$ cat config.mk
export PLATFORM = sky130hd
export DESIGN_NAME = flash_wguard
export DESIGN_NICKNAME = d
export VERILOG_FILES = /design/src/rtl/flash_wg_pkg.sv /design/src/rtl/wg_lock_map.sv /design/src/rtl/wg_decide.sv /design/src/rtl/wg_cell_array.sv /design/src/rtl/flash_wguard.sv
export SDC_FILE = /design/constraint.sdc
export NUM_CORES = 1
export LEC_CHECK = 0
export BUFFER_PORTS_ARGS = -buffer_cell sky130_fd_sc_hd__buf_2
export CORE_MARGIN = 1
export CORE_UTILIZATION = 57
export DETAILED_ROUTE_END_ITERATION = 8
export GPL_TIMING_DRIVEN = 0
export PLACE_DENSITY_LB_ADDON = 0.25
export SYNTH_ARGS = -nofsm -noshare
export SYNTH_HDL_FRONTEND = slang
export SYNTH_SLANG_ARGS = --single-unit
$ cat constraint.sdc
create_clock -name clk -period 2.2 [get_ports clk]
set_input_delay 0 -clock clk [delete_from_list [all_inputs] [get_ports clk]]
set_output_delay 0 -clock clk [all_outputs]
set_load 0.01 [all_outputs]
$ cat src/rtl/flash_wg_pkg.sv
package flash_wg_pkg;
   typedef enum logic [1:0] {
      OP_IDLE   = 2'b00,
      OP_PROG   = 2'b01,
      OP_SERASE = 2'b10,
      OP_CHIP   = 2'b11
   } wg_op_e;
endpackage

$ cat src/rtl/wg_lock_map.sv
module wg_lock_map #(
   parameter int SECT_W = 2
) (
   input  logic [1:0]              prot_lvl,
   output logic [(1<<SECT_W)-1:0]  locked
);
   localparam int NSECT = 1 << SECT_W;
   localparam int CW    = SECT_W + 2;

   logic [CW-1:0] lock_cnt;

   always_comb begin
      case (prot_lvl)
         2'b00:   lock_cnt = '0;
         2'b01:   lock_cnt = CW'(NSECT / 4);
         2'b10:   lock_cnt = CW'(NSECT / 2);
         default: lock_cnt = CW'(NSECT);
      endcase
   end

   for (genvar s = 0; s < NSECT; s++) begin : g_sect
      localparam logic [CW-1:0] SIDX = CW'(s);
      assign locked[s] = (SIDX + lock_cnt) >= CW'(NSECT);
   end
endmodule

$ cat src/rtl/wg_decide.sv
module wg_decide
   import flash_wg_pkg::*;
#(
   parameter int SECT_W = 2
) (
   input  logic                    req_valid,
   input  wg_op_e                  op,
   input  logic [SECT_W-1:0]       sect,
   input  logic [(1<<SECT_W)-1:0]  locked,
   output logic                    accept,
   output logic                    refuse
);
   logic sector_op;
   logic sect_open;
   logic chip_open;

   assign sector_op = (op == OP_PROG) || (op == OP_SERASE);
   assign sect_open = !locked[sect];
   assign chip_open = (locked == '0);

   always_comb begin
      accept = 1'b0;
      refuse = 1'b0;
      if (req_valid && op != OP_IDLE) begin
         if (sector_op) accept = sect_open;
         else           accept = chip_open;
         refuse = !accept;
      end
   end
endmodule

$ cat src/rtl/wg_cell_array.sv
module wg_cell_array #(
   parameter int SECT_W = 2,
   parameter int OFS_W  = 4,
   parameter int DATA_W = 8
) (
   input  logic              clk,
   input  logic              rst_n,
   input  logic              do_prog,
   input  logic              do_serase,
   input  logic              do_chip,
   input  logic [SECT_W-1:0] wr_sect,
   input  logic [OFS_W-1:0]  wr_ofs,
   input  logic [DATA_W-1:0] wr_data,
   input  logic [SECT_W-1:0] rd_sect,
   input  logic [OFS_W-1:0]  rd_ofs,
   output logic [DATA_W-1:0] rd_data
);
   localparam int NSECT = 1 << SECT_W;
   localparam int NOFS  = 1 << OFS_W;

   logic [DATA_W-1:0] cells [NSECT][NOFS];

   for (genvar s = 0; s < NSECT; s++) begin : g_sect
      logic hit;
      assign hit = (wr_sect == SECT_W'(s));
      for (genvar o = 0; o < NOFS; o++) begin : g_cell
         always_ff @(posedge clk) begin
            if (!rst_n)
               cells[s][o] <= '1;
            else if (do_chip || (do_serase && hit))
               cells[s][o] <= '1;
            else if (do_prog && hit && wr_ofs == OFS_W'(o))
               cells[s][o] <= cells[s][o] & wr_data;
         end
      end
   end

   assign rd_data = cells[rd_sect][rd_ofs];
endmodule

$ cat src/rtl/flash_wguard.sv
module flash_wguard
   import flash_wg_pkg::*;
#(
   parameter int ADDR_W      = 17,
   parameter int SECT_W      = 2,
   parameter int PAGE_W      = 8,
   parameter int MODEL_OFS_W = 4,
   parameter int DATA_W      = 8,
   localparam int PG_IDX_W   = ADDR_W - PAGE_W
) (
   input  logic                clk,
   input  logic                rst_n,
   input  logic                req_valid,
   input  logic [1:0]          req_cmd,
   input  logic [ADDR_W-1:0]   req_addr,
   input  logic [DATA_W-1:0]   req_data,
   input  logic [1:0]          prot_lvl,
   output logic                grant,
   output logic                reject,
   output logic [SECT_W-1:0]   hit_sector,
   output logic [PG_IDX_W-1:0] hit_page,
   input  logic [ADDR_W-1:0]   rd_addr,
   output logic [DATA_W-1:0]   rd_data
);
   localparam int NSECT = 1 << SECT_W;

   if (SECT_W < 2) begin : g_bad_sect
      $error("flash_wguard: SECT_W must be at least 2");
   end
   if (PAGE_W + SECT_W > ADDR_W) begin : g_bad_page
      $error("flash_wguard: page offset overlaps sector field");
   end
   if (MODEL_OFS_W > ADDR_W - SECT_W) begin : g_bad_model
      $error("flash_wguard: modelled offset wider than a sector");
   end

   wg_op_e              op;
   logic [SECT_W-1:0]   req_sect;
   logic [NSECT-1:0]    locked;
   logic                accept;
   logic                refuse;

   assign op       = wg_op_e'(req_cmd);
   assign req_sect = req_addr[ADDR_W-1 -: SECT_W];

   wg_lock_map #(.SECT_W(SECT_W)) u_map (
      .prot_lvl (prot_lvl),
      .locked   (locked)
   );

   wg_decide #(.SECT_W(SECT_W)) u_dec (
      .req_valid (req_valid),
      .op        (op),
      .sect      (req_sect),
      .locked    (locked),
      .accept    (accept),
      .refuse    (refuse)
   );

   wg_cell_array #(
      .SECT_W (SECT_W),
      .OFS_W  (MODEL_OFS_W),
      .DATA_W (DATA_W)
   ) u_cells (
      .clk       (clk),
      .rst_n     (rst_n),
      .do_prog   (accept && op == OP_PROG),
      .do_serase (accept && op == OP_SERASE),
      .do_chip   (accept && op == OP_CHIP),
      .wr_sect   (req_sect),
      .wr_ofs    (req_addr[MODEL_OFS_W-1:0]),
      .wr_data   (req_data),
      .rd_sect   (rd_addr[ADDR_W-1 -: SECT_W]),
      .rd_ofs    (rd_addr[MODEL_OFS_W-1:0]),
      .rd_data   (rd_data)
   );

   always_ff @(posedge clk) begin
      if (!rst_n) begin
         grant      <= 1'b0;
         reject     <= 1'b0;
         hit_sector <= '0;
         hit_page   <= '0;
      end else begin
         grant      <= accept;
         reject     <= refuse;
         hit_sector <= (accept && op != OP_CHIP) ? req_sect : '0;
         hit_page   <= (accept && op == OP_PROG) ? req_addr[ADDR_W-1:PAGE_W] : '0;
      end
   end

   logic unused_addr_bits;
   assign unused_addr_bits = ^{req_addr, rd_addr};
endmodule

### Word level (Yosys, flattened, before mapping)

Memory sizes are Yosys's and may differ from the RTL's.
Cells that the tools add are included.

| cells by class | value |
|---|---|
| equality and inequality tests | 24 |
| add/subtract/negate cells | 3 |
| muxes and demuxes | 406 |
| reductions and logical operators | 92 |
| bitwise operators | 193 |
| $lt $le $gt $ge | 6 |

Operators by type and width:

| operator | count |
|---|---|
| $mux 8 | 130 |
| $and 8x8->8 | 64 |
| $mux 1 | 273 |
| $or 1x1->1 | 128 |
| $logic_and 1x1->1 | 77 |
| $bmux 8 s4 | 1 |
| $eq 4x4->1 const B | 8 |
| $eq 4x3->1 const B | 4 |
| $ge 4x3->1 const B | 3 |
| $eq 2x2->1 const B | 5 |
| $pmux 3 s3 | 1 |
| $add 2x3->4 const A | 2 |
| $eq 4x2->1 const B | 2 |
| $logic_not 4->1 | 2 |
| $eq 2x1->1 const B | 3 |
| $reduce_and 2->1 | 3 |
| $ge 5x5->1 const B | 1 |
| $logic_or 1x1->1 | 5 |
| $not 4->5 | 1 |
| $add 1x3->4 const A | 1 |
| $eq 4x1->1 const B | 1 |
| $logic_not 2->1 | 2 |
| $ge 3x3->1 const B | 1 |
| $lt 2x3->1 const B | 1 |
| 4 further kinds | 5 |

| storage, ports and cells | value |
|---|---|
| word-level logic and storage cells | 729 |
| input port bits | 49 |
| memory bits (writable) | 512 |
| memories kept | 1 |
| register bits after elaboration | 13 |

Memory list:

| memory | words | width | rd ports | clocked after Yosys merged registers in | wr ports | line | RTL |
|---|---|---|---|---|---|---|---|
| u_cells.cells | 4 | 128 | 5 | 0 | 4 | wg_cell_array.sv:21 | `logic [DATA_W-1:0] cells [NSECT][NOFS];` |

### Longest topological paths before layout

| depth | value |
|---|---|
| depth in word-level cells | 18 |
| depth in mapped cells | 9 |
| gate-level depth less buffers | 7 |

### Cells and area by module

A second synthesis with hierarchy kept.

| unflattened totals | value |
|---|---|
| cell total of the unflattened synthesis | 1687 |
| area total of the unflattened synthesis | 25086.6 um^2 |

By module, submodules not included:

| module | area each (um^2) | cells each | times used | sequential area each (um^2) |
|---|---|---|---|---|
| wg_cell_array | 24582.3 | 1636 | 1 | 15374.7 |
| flash_wguard | 385.4 | 34 | 1 | 260.2 |
| wg_decide | 93.8 | 13 | 1 | 0.0 |
| wg_lock_map | 25.0 | 4 | 1 | 0.0 |

### Worst setup path before layout

OpenSTA, ideal clock, no wires.

| timing path | value |
|---|---|
| path type | input to register |
| start point | in req_cmd[0] |
| end point | mem u_cells.cells[0][0] in the netlist's numbering, enable pin |
| cell stages on the path | 8 |
| required time | 1866 ps |
| arrival time | 1736 ps |
| path slack | 129 ps |
| library setup time | 334 ps |
| cell sequence | inv_1 > ha_1 > inv_1 > a211oi_4 > o2111ai_4 > buf_6 > nor3_4 > nand2b_1 |

RTL lines:

| item | line | RTL |
|---|---|---|
| from (decl) | flash_wguard.sv:14 | `input logic [1:0] req_cmd,` |
| to (decl) | wg_cell_array.sv:21 |  |

==> flow_summary.yaml <==
status:
  outcome: "finished, violations left"
  violations: "capacitance limit, slew limit, setup timing"
sta:
  setup_viol: 8
  rsz0062_at_grt: "yes"
  worst-slew-pin-transition_ns: 1.68
  fin_crit_sh_pct: 118
  finalMaxSlewViolations: 44
  fmax_mhz: 385
  period_needed_ns: 2.60
  setup_slack_ns: -0.400
  whs_ns: 0.0369
  fin_skew_ns: 0
  finalHoldViolations: 0
  setup-tns-final_ns: -2.75
  slew_headroom_pct: -11.9
layout:
  syn2layout_area_growth_pct: 13.6
  final_area_um2: 29400
  fill_cells: 3312
  antenna_cells: 0
  drive_gt1_share_pct: 20.8
  finalNetCount: 2339
global_route:
  antenna_found_initial: 1
  grt_overflow: 0
  grt_max_degree: 14
  grt_pass1_wl_um: 130000
  grtUsageTotal_pct: 40.2
  grt_pass1_vias: 18600
place:
  dp_slack_ns: -1.18
  dp_hpwl_um: 62600
  placed_cell_area_um2: 26900
  numPortBuffers: 42
  place.gp.congestion: 1.02
hold_path:
  worstHoldPathCells: 3
  worstHoldStart: "req_addr[16]"
  hold_path_class: "in2reg"
  hold_path_end: "u_cells.cells[0][64]"
yosys:
  synth_nets: 2194
  ys.flop_type: "edfxtp_1"
  syn_inst: 2141
  seq_area_frac_synth_pct: 60.4
  ys_top_cells_by_count: "nand2_1, edfxtp_1, mux4_2"
  netlist-cell-type-count: 48
  yosys-top-cells-area: "edfxtp_1, nand2_1, mux4_2"
  yosysMostFrequentCell: "nand2_1"
  syn_area_um2: 25900
  synth_area_leader_cell: "edfxtp_1"
  async_flop_share_pct: 0
  syn_area_per_cell_um2: 12.1
  synth-warning-count: 0
  synth_top_area_share_pct: 59.4
  synth_edf_count: 512
  synth-seq-cells: 525
clock_tree:
  cts_tree: "done"
  cts.path.max_buffers: 3
  clk_latency_ns: 0.63
  htree_num_levels: 2
  cts_root_buf: "clkbuf_16"
  clock-sinks: 525
  path_clk_slew_ns: 0.06
  numCtsBuffers: 54
floorplanning:
  die_area_um2: 46300
  initial_utilization_pct: 58.2
  rows: 77
  die_w_um: 215
  io_pins: 70
  die_h_um: 215
  core_um2: 44500
route:
  drc: 0
  vias: 19500
  wl_per_cell_um: 31.6
  drtIter0Drc: 3595
  via_per_inst: 6.68
  drt_first_pass_iters: 8
  ant_nets: 0
  wl_um: 92100
setup_path:
  cp-end-kind: "primary output"
  reg2reg_setup_slack_ns: 1.21
  reg2reg_depth: 3
  r2r_start: "u_cells.cells[1][48]"
  worst-setup-path-type: "reg2out"
  crit_start: "u_cells.cells[1][27]"
  critPathMaxFanout: 2
  critPathLaunchType: "flip-flop"
  cp.required_ns: 2.20
  r2r_end: "u_cells.cells[1][48]"
  arrival_ns: 2.60
power:
  p_per_area_nw_per_um2: 744
  vdd_drop_max_mv: 0.540
  seqPwrFrac_pct: 50.1
  cellLeakagePower_nw: 9.28
  p_int_mw: 16.5
  power_frac_comb_pct: 8.8
  switching_share_pct: 24.9
  clock_power_share_pct: 41.1
  switching_power_mw: 5.44
job:
  drv_cap: 4
-- cell families (layout without fill, tap and decap cells) --
logic type / Yosys count / after routing / share of synthesized area [%]
muxes: 162 / 162 / 12.2
adders and majority gates: 4 / 4 / 0.193
and+or+nand+nor: 1234 / 1234 / 21.9
AOI/OAI and AO/OA: 85 / 85 / 2.66
DFF: 525 / 525 / 60.4
buffers and inverters: 131 / 316 / 2.70
-- worst max-delay path, cell delays in order, from the launching register on --
cell      delay (ns)
edfxtp_1        0.43
mux4_2          0.52
a211oi_4        0.34
a221o_1         0.35
o41ai_2         0.16
buf_2           0.19
-- what timing repair did --
item / in CTS / in global routing
hold buffers: 27 / 0
endpoints found under the setup margin: 336 / 433
gates resized for setup: 74 / 60
pin swaps: 20 / 21
setup buffers: 10 / 10
endpoints found under the hold margin: 22 / 0
-- placed cells by master, fill, tap and decap left out, types with 38 or more instances in the layout --
master	instances
buf_4	38
nor3_4	64
mux4_2	122
buf_2	54
edfxtp_1	512
nand2b_2	52
clkbuf_1	80
nand2_1	1039
clkbuf_16	55
-- final cells by class --
type / count / area, um^2 / share of cell area [%]
Buffer: 123 / 688 / 2.34
Clock buffer: 71 / 1440 / 4.88
Clock inverter: 25 / 224 / 0.761
Inverter: 8 / 30.0 / 0.102
Multi-Input combinational cell: 1485 / 10000 / 34.1
Sequential cell: 525 / 15600 / 53.1
Tap cell: 592 / 741 / 2.52
Timing Repair Buffer: 89 / 656 / 2.23
-- per-layer routing --
layer / vias up / GRT usage, % / routed length (um)
met1: 9471 / 53.1 / 31300
met2: 1805 / 58.5 / 39700
met5: - / 0 / 64
li1: 7876 / - / -
met3: 344 / 12.9 / 14400
met4: 4 / 23.8 / 6700
-- power groups by stage --
stage               sequential, mW  clock (mW)  combinational [mW]
floorplan                     11.2           0               0.943
global placement              11.2           0                1.67
detailed placement            11.2           0                1.69
CTS                           11.0        8.93                1.79
global route                  11.0        9.25                1.94
finish                        11.0        9.00                1.92
-- sequential cells by signal (all words and copies together), names as in the netlist --
signal,cells
reject,1
u_cells.cells,512
grant,1
hit_sector,2
hit_page,9
-- metrics by stage --
stage                     cells  power, mW  util (%)
after floorplan            2141       12.1         -
after global routing       2918       22.2      66.1
after global placement     2775       12.9      60.3
after CTS                  2908       21.7      65.5
after detailed placement   2775       12.9      60.3
final                      2918       21.9      66.1
-- worst max-delay path by stage --
stage / slack (ns) / cells past startpoint / end
3_5_place_dp: -1.18 / 9 / u_cells.cells[0][35]
2_1_floorplan: 0.13 / 8 / u_cells.cells[0][0]
4_1_cts: -0.30 / 5 / rd_data[1]
6_report: -0.40 / 5 / rd_data[3]
3_3_place_gp: -1.09 / 9 / u_cells.cells[1][110]
5_1_grt: -0.40 / 5 / rd_data[3]
Note: power is estimated with default switching activity, not from simulation.
